--- config.mk ---
export PLATFORM = sky130hd
export DESIGN_NAME = sram_async_ctrl
export DESIGN_NICKNAME = d
export VERILOG_FILES = /design/src/rtl/sram_ctrl_pkg.sv /design/src/rtl/sram_ctrl_timer.sv /design/src/rtl/sram_ctrl_fsm.sv /design/src/rtl/sram_ctrl_pins.sv /design/src/rtl/sram_async_ctrl.sv
export SDC_FILE = /design/constraint.sdc
export NUM_CORES = 1
export LEC_CHECK = 0
export BUFFER_PORTS_ARGS = -buffer_cell sky130_fd_sc_hd__buf_2
export CAP_MARGIN = 20
export CELL_PAD_IN_SITES_DETAIL_PLACEMENT = 0
export CELL_PAD_IN_SITES_GLOBAL_PLACEMENT = 1
export CORE_MARGIN = 8
export CORE_UTILIZATION = 35
export DETAILED_ROUTE_END_ITERATION = 6
export PLACE_DENSITY_LB_ADDON = 0.1
export SETUP_SLACK_MARGIN = 0.5
export SLEW_MARGIN = 10
export SYNTH_ARGS = -nofsm -noshare
export SYNTH_HDL_FRONTEND = slang
export SYNTH_SLANG_ARGS = --single-unit
--- constraint.sdc ---
create_clock -name clk -period 3.95 [get_ports clk]
set_input_delay 0.79 -clock clk [delete_from_list [all_inputs] [get_ports clk]]
set_output_delay 0.79 -clock clk [all_outputs]
set_load 0.1 [all_outputs]
--- src/rtl/sram_ctrl_pkg.sv ---
package sram_ctrl_pkg;

  typedef enum logic [2:0] {
    PH_IDLE,
    PH_READ,
    PH_TURN,
    PH_WSETUP,
    PH_WPULSE,
    PH_WREC
  } phase_e;

  // Round required time up to whole clock periods, never below one.
  function automatic int unsigned ns_to_cycles(input int unsigned ns,
                                               input int unsigned period_ns);
    int unsigned c;
    c = (ns + period_ns - 1) / period_ns;
    return (c < 1) ? 1 : c;
  endfunction

  function automatic int unsigned max_u(input int unsigned a, input int unsigned b);
    return (a > b) ? a : b;
  endfunction

  function automatic int unsigned count_width(input int unsigned max_val);
    int unsigned w;
    w = 1;
    while ((1 << w) <= max_val) w++;
    return w;
  endfunction

endpackage

--- src/rtl/sram_ctrl_timer.sv ---
module sram_ctrl_timer #(
  parameter int CNT_W = 3
) (
  input  logic             clk,
  input  logic             rst_n,
  input  logic             load,
  input  logic [CNT_W-1:0] load_val,
  output logic             zero
);

  logic [CNT_W-1:0] cnt_q;

  always_ff @(posedge clk) begin
    if (!rst_n) begin
      cnt_q <= '0;
    end else if (load) begin
      cnt_q <= load_val;
    end else if (cnt_q != '0) begin
      cnt_q <= cnt_q - 1'b1;
    end
  end

  assign zero = (cnt_q == '0);

endmodule

--- src/rtl/sram_ctrl_fsm.sv ---
module sram_ctrl_fsm
  import sram_ctrl_pkg::*;
#(
  parameter int CNT_W  = 3,
  parameter int N_RD   = 4,
  parameter int N_TURN = 2,
  parameter int N_AS   = 1,
  parameter int N_WP   = 3
) (
  input  logic             clk,
  input  logic             rst_n,
  input  logic             req_valid,
  input  logic             req_write,
  input  logic             timer_zero,
  output logic             ready,
  output logic             accept,
  output logic             timer_load,
  output logic [CNT_W-1:0] timer_val,
  output logic             rd_capture,
  output logic             wr_finish,
  output phase_e           phase_d
);

  localparam logic [CNT_W-1:0] RD_LD   = CNT_W'(N_RD - 1);
  localparam logic [CNT_W-1:0] TURN_LD = CNT_W'(N_TURN - 1);
  localparam logic [CNT_W-1:0] AS_LD   = CNT_W'(N_AS - 1);
  localparam logic [CNT_W-1:0] WP_LD   = CNT_W'(N_WP - 1);

  phase_e phase_q;

  always_ff @(posedge clk) begin
    if (!rst_n) phase_q <= PH_IDLE;
    else        phase_q <= phase_d;
  end

  always_comb begin
    phase_d    = phase_q;
    accept     = 1'b0;
    timer_load = 1'b0;
    timer_val  = '0;
    rd_capture = 1'b0;
    wr_finish  = 1'b0;
    unique case (phase_q)
      PH_IDLE: begin
        if (req_valid) begin
          accept     = 1'b1;
          timer_load = 1'b1;
          if (req_write) begin
            phase_d   = PH_WSETUP;
            timer_val = AS_LD;
          end else begin
            phase_d   = PH_READ;
            timer_val = RD_LD;
          end
        end
      end
      PH_READ: begin
        if (timer_zero) begin
          rd_capture = 1'b1;
          phase_d    = PH_TURN;
          timer_load = 1'b1;
          timer_val  = TURN_LD;
        end
      end
      PH_TURN: begin
        if (timer_zero) phase_d = PH_IDLE;
      end
      PH_WSETUP: begin
        if (timer_zero) begin
          phase_d    = PH_WPULSE;
          timer_load = 1'b1;
          timer_val  = WP_LD;
        end
      end
      PH_WPULSE: begin
        if (timer_zero) begin
          wr_finish = 1'b1;
          phase_d   = PH_WREC;
        end
      end
      PH_WREC: phase_d = PH_IDLE;
      default: phase_d = PH_IDLE;
    endcase
  end

  assign ready = (phase_q == PH_IDLE);

endmodule

--- src/rtl/sram_ctrl_pins.sv ---
module sram_ctrl_pins
  import sram_ctrl_pkg::*;
#(
  parameter int AW = 19,
  parameter int DW = 8
) (
  input  logic          clk,
  input  logic          rst_n,
  input  phase_e        phase_d,
  input  logic          accept,
  input  logic [AW-1:0] req_addr,
  input  logic [DW-1:0] req_wdata,
  input  logic          rd_capture,
  input  logic          wr_finish,
  input  logic [DW-1:0] dq_i,
  output logic [AW-1:0] addr,
  output logic          ce_n,
  output logic          we_n,
  output logic          oe_n,
  output logic [DW-1:0] dq_o,
  output logic          dq_oe,
  output logic          done,
  output logic [DW-1:0] rdata
);

  logic sel_d;
  assign sel_d = (phase_d == PH_READ) || (phase_d == PH_WSETUP) ||
                 (phase_d == PH_WPULSE) || (phase_d == PH_WREC);

  // Strobes come straight from flops so the RAM never sees a decode glitch.
  always_ff @(posedge clk) begin
    if (!rst_n) begin
      ce_n  <= 1'b1;
      we_n  <= 1'b1;
      oe_n  <= 1'b1;
      dq_oe <= 1'b0;
      done  <= 1'b0;
    end else begin
      ce_n  <= !sel_d;
      we_n  <= (phase_d != PH_WPULSE);
      oe_n  <= (phase_d != PH_READ);
      dq_oe <= (phase_d == PH_WPULSE);
      done  <= rd_capture || wr_finish;
    end
  end

  always_ff @(posedge clk) begin
    if (!rst_n) begin
      addr  <= '0;
      dq_o  <= '0;
      rdata <= '0;
    end else begin
      if (accept) begin
        addr <= req_addr;
        dq_o <= req_wdata;
      end
      if (rd_capture) rdata <= dq_i;
    end
  end

endmodule

--- src/rtl/sram_async_ctrl.sv ---
module sram_async_ctrl
  import sram_ctrl_pkg::*;
#(
  parameter int AW             = 19,
  parameter int DW             = 8,
  parameter int CLK_PERIOD_NS  = 20,
  parameter int T_ACCESS_NS    = 70,
  parameter int T_OE_ACCESS_NS = 35,
  parameter int T_RELEASE_NS   = 25,
  parameter int T_ADDR_SU_NS   = 5,
  parameter int T_WPULSE_NS    = 55,
  parameter int T_DSETUP_NS    = 30
) (
  input  logic          clk,
  input  logic          rst_n,
  input  logic          req_valid,
  output logic          req_ready,
  input  logic          req_write,
  input  logic [AW-1:0] req_addr,
  input  logic [DW-1:0] req_wdata,
  output logic          done,
  output logic [DW-1:0] rdata,
  output logic [AW-1:0] sram_addr,
  output logic          sram_ce_n,
  output logic          sram_we_n,
  output logic          sram_oe_n,
  output logic [DW-1:0] sram_dq_o,
  output logic          sram_dq_oe,
  input  logic [DW-1:0] sram_dq_i
);

  localparam int N_RD   = int'(max_u(ns_to_cycles(T_ACCESS_NS, CLK_PERIOD_NS),
                                     ns_to_cycles(T_OE_ACCESS_NS, CLK_PERIOD_NS)));
  localparam int N_TURN = int'(ns_to_cycles(T_RELEASE_NS, CLK_PERIOD_NS));
  localparam int N_AS   = int'(ns_to_cycles(T_ADDR_SU_NS, CLK_PERIOD_NS));
  localparam int N_WP   = int'(max_u(ns_to_cycles(T_WPULSE_NS, CLK_PERIOD_NS),
                                     ns_to_cycles(T_DSETUP_NS, CLK_PERIOD_NS)));
  localparam int N_MAX  = int'(max_u(max_u(N_RD, N_TURN), max_u(N_AS, N_WP)));
  localparam int CNT_W  = int'(count_width(N_MAX));

  // Named internal events, visible to the bound checker.
  logic             accept;
  logic             timer_load;
  logic [CNT_W-1:0] timer_val;
  logic             timer_zero;
  logic             rd_capture;
  logic             wr_finish;
  phase_e           phase_d;

  sram_ctrl_timer #(.CNT_W(CNT_W)) i_timer (
    .clk      (clk),
    .rst_n    (rst_n),
    .load     (timer_load),
    .load_val (timer_val),
    .zero     (timer_zero)
  );

  sram_ctrl_fsm #(
    .CNT_W(CNT_W), .N_RD(N_RD), .N_TURN(N_TURN), .N_AS(N_AS), .N_WP(N_WP)
  ) i_fsm (
    .clk        (clk),
    .rst_n      (rst_n),
    .req_valid  (req_valid),
    .req_write  (req_write),
    .timer_zero (timer_zero),
    .ready      (req_ready),
    .accept     (accept),
    .timer_load (timer_load),
    .timer_val  (timer_val),
    .rd_capture (rd_capture),
    .wr_finish  (wr_finish),
    .phase_d    (phase_d)
  );

  sram_ctrl_pins #(.AW(AW), .DW(DW)) i_pins (
    .clk        (clk),
    .rst_n      (rst_n),
    .phase_d    (phase_d),
    .accept     (accept),
    .req_addr   (req_addr),
    .req_wdata  (req_wdata),
    .rd_capture (rd_capture),
    .wr_finish  (wr_finish),
    .dq_i       (sram_dq_i),
    .addr       (sram_addr),
    .ce_n       (sram_ce_n),
    .we_n       (sram_we_n),
    .oe_n       (sram_oe_n),
    .dq_o       (sram_dq_o),
    .dq_oe      (sram_dq_oe),
    .done       (done),
    .rdata      (rdata)
  );

endmodule

Word level (Yosys, flattened, before mapping) --
Index checks and enable logic that the tools add are counted.
Storage, ports and cells: register bits 46, output and inout port bits 41
Operators by class: $add $sub $neg 1, eq/ne operators 10, mux-type cells 20, reductions and logical operators 10
Operator list (number):
- 2-to-1 mux 3 bit | 8
- case mux 3 bit (5 select lines) | 1
- == test 3 x 2 -> 1 bit, second input constant | 3
- == test 3 bit, second input constant | 3
- case mux 3 bit (3 select lines) | 1
- == test 3 x 1 -> 1 bit, second input constant | 2
- logical NOT 3 bit | 2
- 2-to-1 mux 1 bit | 6
- 2-to-1 mux 2 bit | 3
- logical OR 1 bit | 4
- != test 3 x 1 -> 1 bit, second input constant | 1
- != test 3 bit, second input constant | 1
- nonzero test 3 bit | 1
- subtractor 3 x 1 -> 3 bit, second input constant | 1
- case mux 1 bit (2 select lines) | 1
- nonzero test 2 bit | 1
- OR reduction 2 bit | 1
- logical NOT 1 bit | 1

Depth between registers and ports, before layout --
Gate-level depths: netlist of run 1.
depth in word-level cells 8, mapped depth 7

By module --
Synthesis of run 1 repeated with hierarchy kept, for this count alone.
Unflattened totals: cells, all modules 179, area total of the unflattened synthesis 1955.6 um2
By module, submodules not included:
- sram_ctrl_pins | times used 1, cells each 126, area an instance 1496.4 um2
- sram_ctrl_fsm | times used 1, cells each 31, area an instance 254.0 um2
- sram_ctrl_timer | times used 1, cells each 22, area an instance 205.2 um2

Worst setup path before layout of run 1 --
Ideal clock, no wire load.
path type flip-flop to output port, start reg i_fsm.phase_q[2], end out req_ready, data arrival time 2583 ps, required time 3160 ps, setup slack 577 ps, cell stages (with the launch flop) 3, path buffers 1, cell sequence dfxtp_1 -> clkbuf_1 -> nor3_1
On the way: word-level cells in the longest chain between the ends 1
RTL lines:
- start: declaration | RTL line sram_ctrl_fsm.sv:29 | phase_e phase_q;
- start signal: assignment | RTL line sram_ctrl_fsm.sv:33 | else phase_q <= phase_d;
- logical NOT 3 bit | RTL line sram_ctrl_fsm.sv:86 | assign ready = (phase_q == PH_IDLE);
- end: declaration | RTL line sram_async_ctrl.sv:17 | output logic req_ready,
No other way between the ends.

Worst setup path after layout of run 1 --
Ends and elaborated chain as after synthesis.

==> results.py, run 1 <==
metrics = {
    "outcome": {
        "status": "finished, final reports clean",
    },
    "drt": {
        "drc_errors": 0,
        "firstDrtPassIters": 4,
        "vias": 1622,
        "drt_iter0_markers": 60,
        "ant_nets": 0,
        "wire_per_inst_um": 13.07,
        "viasPerCell": 4.506,
        "drt_wl_total_um": 4705,
    },
    "pwr": {
        "powerDensity_nw_per_um2": 785.4,
        "irDropWorstVdd_uv": 482.8,
        "p_leak_uw": 0.001057,
    },
    "job": {
        "cap_violations": 0,
    },
    "clock_network": {
        "clockRootBuffer": "clkbuf_8",
        "cts_tree": "yes",
        "clk_latency_ns": 0.29,
        "cts-htree-levels": 2,
        "clkTransAtPathRegs_ns": 0.08,
        "cts_buffers": 5,
        "clockBufferDepth": 2,
        "ctsResizeCount": 0,
        "clock-sinks": 46,
        "post_cts_buffers": 0,
        "holdBufCountCts": 0,
    },
    "worst_hold_path": {
        "hold_path.class": "register to register",
    },
    "setup_path": {
        "slowest_stage": "dfxtp_1",
        "required_ns": 3.16,
        "cp-start-kind": "register",
        "cp_top_family": "flip-flops",
        "worstPathBufferInverterCount": 1,
        "worstPathCellList": "nor3_1, buf_2",
        "crit_type": "register to primary output",
        "crit_path_max_fanout": 13,
        "slowest_delay_ns": 0.46,
        "worst_setup_path_end_kind": "primary output",
        "cp.arrival_ns": 1.42,
    },
    "sta": {
        "hold_violations": 0,
        "fmax_mhz": 453.0,
        "finalSetupViolations": 0,
        "slew_violations": 0,
        "max_slew.worst_pin.slew_ns": 0.5003,
        "rsz0062_at_grt": "no",
        "tns_ns": 0,
        "fin_crit_ns": 2.208,
        "hold_slack_ns": 0.4532,
        "finClkSkew_ns": 0.004287,
        "fin_crit_sh": 0.5589,
        "slew_headroom": 0.6688,
        "setup_ws_ns": 1.742,
    },
    "placement": {
        "place_ws_ns": 1.954,
        "port_buffers": 79,
        "gp_congestion": 0.7037,
        "placed_cells": 354,
        "dp_hpwl_um": 3427,
    },
    "grt": {
        "grt_max_degree": 33,
        "grt_pass1_vias": 1595,
        "grt_overflow_total": 0,
        "grt_first_pass_wirelength_um": 7403,
        "grt_antenna_before_repair": 0,
        "grt_use_total": 0.1217,
    },
    "synthesis": {
        "synth.avg_cell_area_um2": 8.376,
        "synth_nets": 257,
        "ys_seq_area_frac": 0.5090,
        "ys_warn_count": 0,
        "synth_cells": 216,
        "ys_types": 29,
        "synth-seq-cells": 46,
        "syn_area_um2": 1809,
    },
    "finish": {
        "final-seq-area_um2": 920.9,
        "drive_gt1_frac": 0.3241,
        "area_growth_pct": 26.42,
        "fillers": 542,
        "fin_nets": 332,
        "multi_input_area_um2": 755.7,
        "stdcell_count": 360,
        "diodes": 0,
    },
    "floorplanning": {
        "fp.dieArea_um2": 7726,
        "rows": 26,
        "fp.dieH_um": 87.90,
        "initial_core_util": 0.3588,
        "io_pins": 80,
        "core_area_um2": 5042,
        "fp.dieW_um": 87.90,
    },
}
-- synthesized netlist by cell type --
cell      count  area (um^2)
nor2b_1       2        12.51
nor3b_1       1        7.510
ha_1          2        25.02
nand2_1      66        247.7
inv_1         4        15.01
nor2_1        6        22.52
o221ai_1      1        8.760
dfxtp_1      46        920.9
buf_2         4        20.02
or4b_4        1        13.76
xor2_1        1        8.760
and3_1        2        12.51
a211oi_1      1        7.510
clkbuf_1      4        15.01
buf_6         4        45.04
o21a_1        1        7.510
nor2_4        1        11.26
o21ai_0       4        20.02
nand3_1      10        50.05
nand2b_1      1        6.260
buf_4         1        7.510
nor4_1        1        6.260
nor3_1        5        25.02
nor4b_4       1        23.77
a21oi_1      40        200.2
buf_8         2        30.03
nor3_2        1        10.01
and2b_2       1        8.760
mux2i_1       2        20.02
-- per-layer routing --
| layer | up-vias | share of wire | global-route usage |
|---|---|---|---|
| met5 | - | 0 | 0 |
| met4 | 0 | 0.012 | 0.04219 |
| met3 | 6 | 0.071 | 0.04128 |
| met2 | 42 | 0.48 | 0.2086 |
| met1 | 714 | 0.44 | 0.1366 |
| li1 | 860 | - | - |
-- final cells by class --
class	count	area share
timing repair buffer	83	0.1860
multi-input combinational	151	0.3304
inverter	4	0.006565
clock buffer	6	0.03611
sequential	46	0.4026
tap	70	0.03829
-- cells by family after synthesis --
kind of cell	share of synthesized area
xor gates and xnor gates	0.004842
DFF	0.5090
buffers and inverters	0.07330
adders and majority gates	0.01383
muxes	0.01107
AOI/OAI and AO/OA	0.1349
and+or+nand+nor	0.2531
-- worst register-to-register path, delay by kind of cell, from the launching register on --
family / cells / cell delay, ns
and+or+nand+nor: 3 / 0.44
DFF: 1 / 0.42
buffers and inverters: 1 / 0.35
AOI/OAI and AO/OA: 1 / 0.26
-- placed cells by master (no fill, tap or decap), types with 2 or more instances in the layout --
cell       n
nand2_1   66
o21ai_0    4
inv_1      4
ha_1       2
buf_4      4
nor3_1     5
a21oi_1   40
dfxtp_1   46
nand3_1   10
clkbuf_8   6
mux2i_1    2
buf_2     79
nor2b_1    2
and3_1     2
nor2_1     6
-- power breakdown --
| part | leakage [uW] | internal [uW] | switching (uW) |
|---|---|---|---|
| Clock | 0.0000431 | 135 | 141 |
| Sequential | 0.000377 | 543 | 54.6 |
| Combinational | 0.000638 | 192 | 730 |
| Total | 0.00106 | 870 | 926 |
-- stage by stage --
step / util / area [um^2] / total power (uW)
floorplan: - / 1809 / 1413
finish: 0.4536 / 2287 / 1796
global placement: 0.4372 / 2205 / 1541
CTS: 0.4536 / 2287 / 1825
global route: 0.4536 / 2287 / 1904
detailed placement: 0.4372 / 2205 / 1543
-- sequential cells by signal (all words and copies together) (netlist names) --
signal	cells
i_pins.dq_oe	1
i_timer.cnt_q	3
i_pins.we_n	1
i_pins.rdata	8
i_pins.dq_o	8
i_pins.addr	19
i_pins.oe_n	1
i_fsm.phase_q	3
i_pins.ce_n	1
i_pins.done	1
-- final timing paths --
path	from	end	slack (ns)	cells after the start
worst max-delay path	i_fsm.phase_q[2]	req_ready	1.74	2
worst min-delay path	i_pins.rdata[3]	i_pins.rdata[3]	0.45	2
worst max register to register	i_fsm.phase_q[1]	i_timer.cnt_q[1]	2.36	5
worst min register to register	i_pins.rdata[3]	i_pins.rdata[3]	0.45	2
Power figures use the tool's default switching activity.
==> inputs of run 2 (changes only) <==
Settings changed: CORE_UTILIZATION 35 to 29.
Clock period 3.95 ns to 1.9 ns, I/O delays scaled along.
==> run 2 against run 1 <==
Net effect: via count is 12% higher; critical path depth increased by 1; critical path type unchanged; critical endpoint unchanged; largest power group unchanged; worst setup slack worse by 1.4 ns.
==> results.py, run 2 (synthesis results as in run 1) <==
metrics = {
    "clock_network": {
        "clockRootBuffer": "clkbuf_8",
        "clock-sinks": 46,
        "clockBufferDepth": 2,
        "cts_tree": "yes",
        "clk_latency_ns": 0.30,
        "clkTransAtPathRegs_ns": 0.09,
        "holdBufCountCts": 0,
        "cts-htree-levels": 2,
        "cts_buffers": 5,
    },
    "finish": {
        "fin_nets": 357,
        "top_register": "i_pins.addr",
        "area_growth_pct": 65.70,
        "layout_top_registers": "i_pins.addr x19, i_pins.dq_o x8, i_pins.rdata x8",
        "largest_reg_flops": 19,
        "final_common_cell": "buf_4",
        "fillers": 584,
        "diodes": 0,
        "final_cell_mix": "buf_4, dfxtp_1, buf_2",
        "drive_gt1_frac": 0.5457,
    },
    "drt": {
        "firstDrtPassIters": 4,
        "wl_met2_um": 3008,
        "dr_wl_met3_um": 422,
        "drt_iter0_markers": 58,
        "routed.top_layer": "met4",
        "vias": 1824,
        "wire_per_inst_um": 15.57,
        "ant_nets": 0,
        "drc_errors": 0,
        "met1_length_um": 2617,
        "viasPerCell": 4.653,
        "drt_wl_total_um": 6103,
    },
    "setup_path": {
        "crit_path_max_fanout": 4,
        "slowest_stage": "dfxtp_4",
        "cp.arrival_ns": 1.16,
        "worst-r2r-cell-count": 6,
        "r2r_slack_ns": 0.44,
        "cp-start-kind": "register",
        "worstPathCellList": "buf_4, nor3_4, buf_12",
        "worst_setup_path_end_kind": "primary output",
        "required_ns": 1.52,
        "crit_type": "register to primary output",
        "timing.rr.end": "i_timer.cnt_q[1]",
        "slowest_delay_ns": 0.37,
        "r2r_start": "i_fsm.phase_q[1]",
    },
    "pwr": {
        "p_switching_uw": 2252,
        "p_leak_uw": 0.001336,
        "power_uw": 4625,
        "irDropWorstVdd_uv": 898.3,
        "p_comb_frac": 0.589,
        "switching_share": 0.4869,
        "p_seq_frac": 0.277,
        "powerDensity_nw_per_um2": 1543,
        "clkPwrFrac": 0.134,
        "internal_power_uw": 2373,
    },
    "sta": {
        "finClkSkew_ns": 0.006092,
        "rsz0062_at_grt": "yes",
        "slew_headroom": 0.6164,
        "fin_crit_ns": 1.544,
        "hold_slack_ns": 0.3026,
        "fin_crit_sh": 0.8126,
        "max_slew.worst_pin.slew_ns": 0.5747,
        "fmax_mhz": 647.7,
        "finalSetupViolations": 0,
        "setup_ws_ns": 0.3561,
        "slew_violations": 0,
        "hold_violations": 0,
        "tns_ns": 0,
    },
    "floorplanning": {
        "rows": 28,
        "fp.dieH_um": 94.99,
        "core_area_um2": 5991,
        "fp.dieW_um": 94.99,
        "initial_core_util": 0.3020,
        "fp.dieArea_um2": 9022,
        "io_pins": 80,
    },
    "placement": {
        "place_ws_ns": 0.2591,
        "gp_congestion": 0.7484,
        "dp_hpwl_um": 3728,
        "port_buffers": 79,
    },
    "worst_hold_path": {
        "holdCritStartpoint": "req_addr[17]",
        "hold_path.class": "input port to register",
        "hold_depth": 3,
        "min_to": "i_pins.addr[17]",
    },
    "grt": {
        "grt_max_degree": 22,
        "grt_antenna_before_repair": 0,
        "grt_pass1_vias": 1670,
        "grt_overflow_total": 0,
        "grt_use_total": 0.1199,
        "grt_first_pass_wirelength_um": 8418,
    },
    "outcome": {
        "status": "finished, final reports clean",
    },
    "job": {
        "cap_violations": 0,
    },
}
## run 2: critical path, delay by kind of cell, from the launching register on
family                 cells  cell delay (ns)
and+or+nand+nor            1             0.15
buffers and inverters      2             0.35
DFF                        1             0.37
## run 2: stage by stage
| stage | cells | utilization | cell area, um^2 |
|---|---|---|---|
| after global routing | 392 | 0.5004 | 2998 |
| after detailed placement | 363 | 0.3870 | 2318 |
| final | 392 | 0.5004 | 2998 |
| after floorplan | 216 | - | 1884 |
| after CTS | 373 | 0.4288 | 2569 |
| after global placement | 363 | 0.3870 | 2318 |
## run 2: routing by layer
layer,track usage,vias to the layer above
met2,0.1970,47
met4,0.03511,0
met3,0.04048,4
li1,-,923
met5,0,-
met1,0.1449,850
## run 2: repair_timing
item                                   CTS  global route
cloned                                   1             7
gates resized for setup                 53            57
setup endpoints to repair               82            47
pin swaps                                1            20
endpoints found under the hold margin    0             0
setup buffers                            1            12
## run 2: power by group through the flow
stage	clock (uW)	sequential, uW	combinational, uW
2_1_floorplan	0	2140	864
3_3_place_gp	0	1280	2040
3_5_place_dp	0	1280	2040
4_1_cts	646	1270	2200
5_1_grt	690	1310	2880
6_report	621	1280	2720
## run 2: area by class of cell
cell class / instances / area [um^2] / share of cell area
Timing Repair Buffer: 106 / 865.8 / 0.2888
Clock inverter: 2 / 12.51 / 0.004174
Sequential cell: 46 / 932.1 / 0.3109
Inverter: 4 / 15.01 / 0.005008
Clock buffer: 6 / 82.58 / 0.02755
Tap cell: 75 / 93.84 / 0.03130
Multi-Input combinational cell: 153 / 996.0 / 0.3322
## run 2: how the worst max path moves through the flow
stage,cells past startpoint,slack (ns),start,endpoint
5_1_grt,3,0.30,i_fsm.phase_q[1],req_ready
3_5_place_dp,4,0.26,i_fsm.phase_q[0],i_timer.cnt_q[1]
3_3_place_gp,4,0.28,i_fsm.phase_q[0],i_timer.cnt_q[1]
4_1_cts,3,0.34,i_fsm.phase_q[1],req_ready
6_report,3,0.36,i_fsm.phase_q[1],req_ready
2_1_floorplan,2,0.23,i_fsm.phase_q[2],req_ready
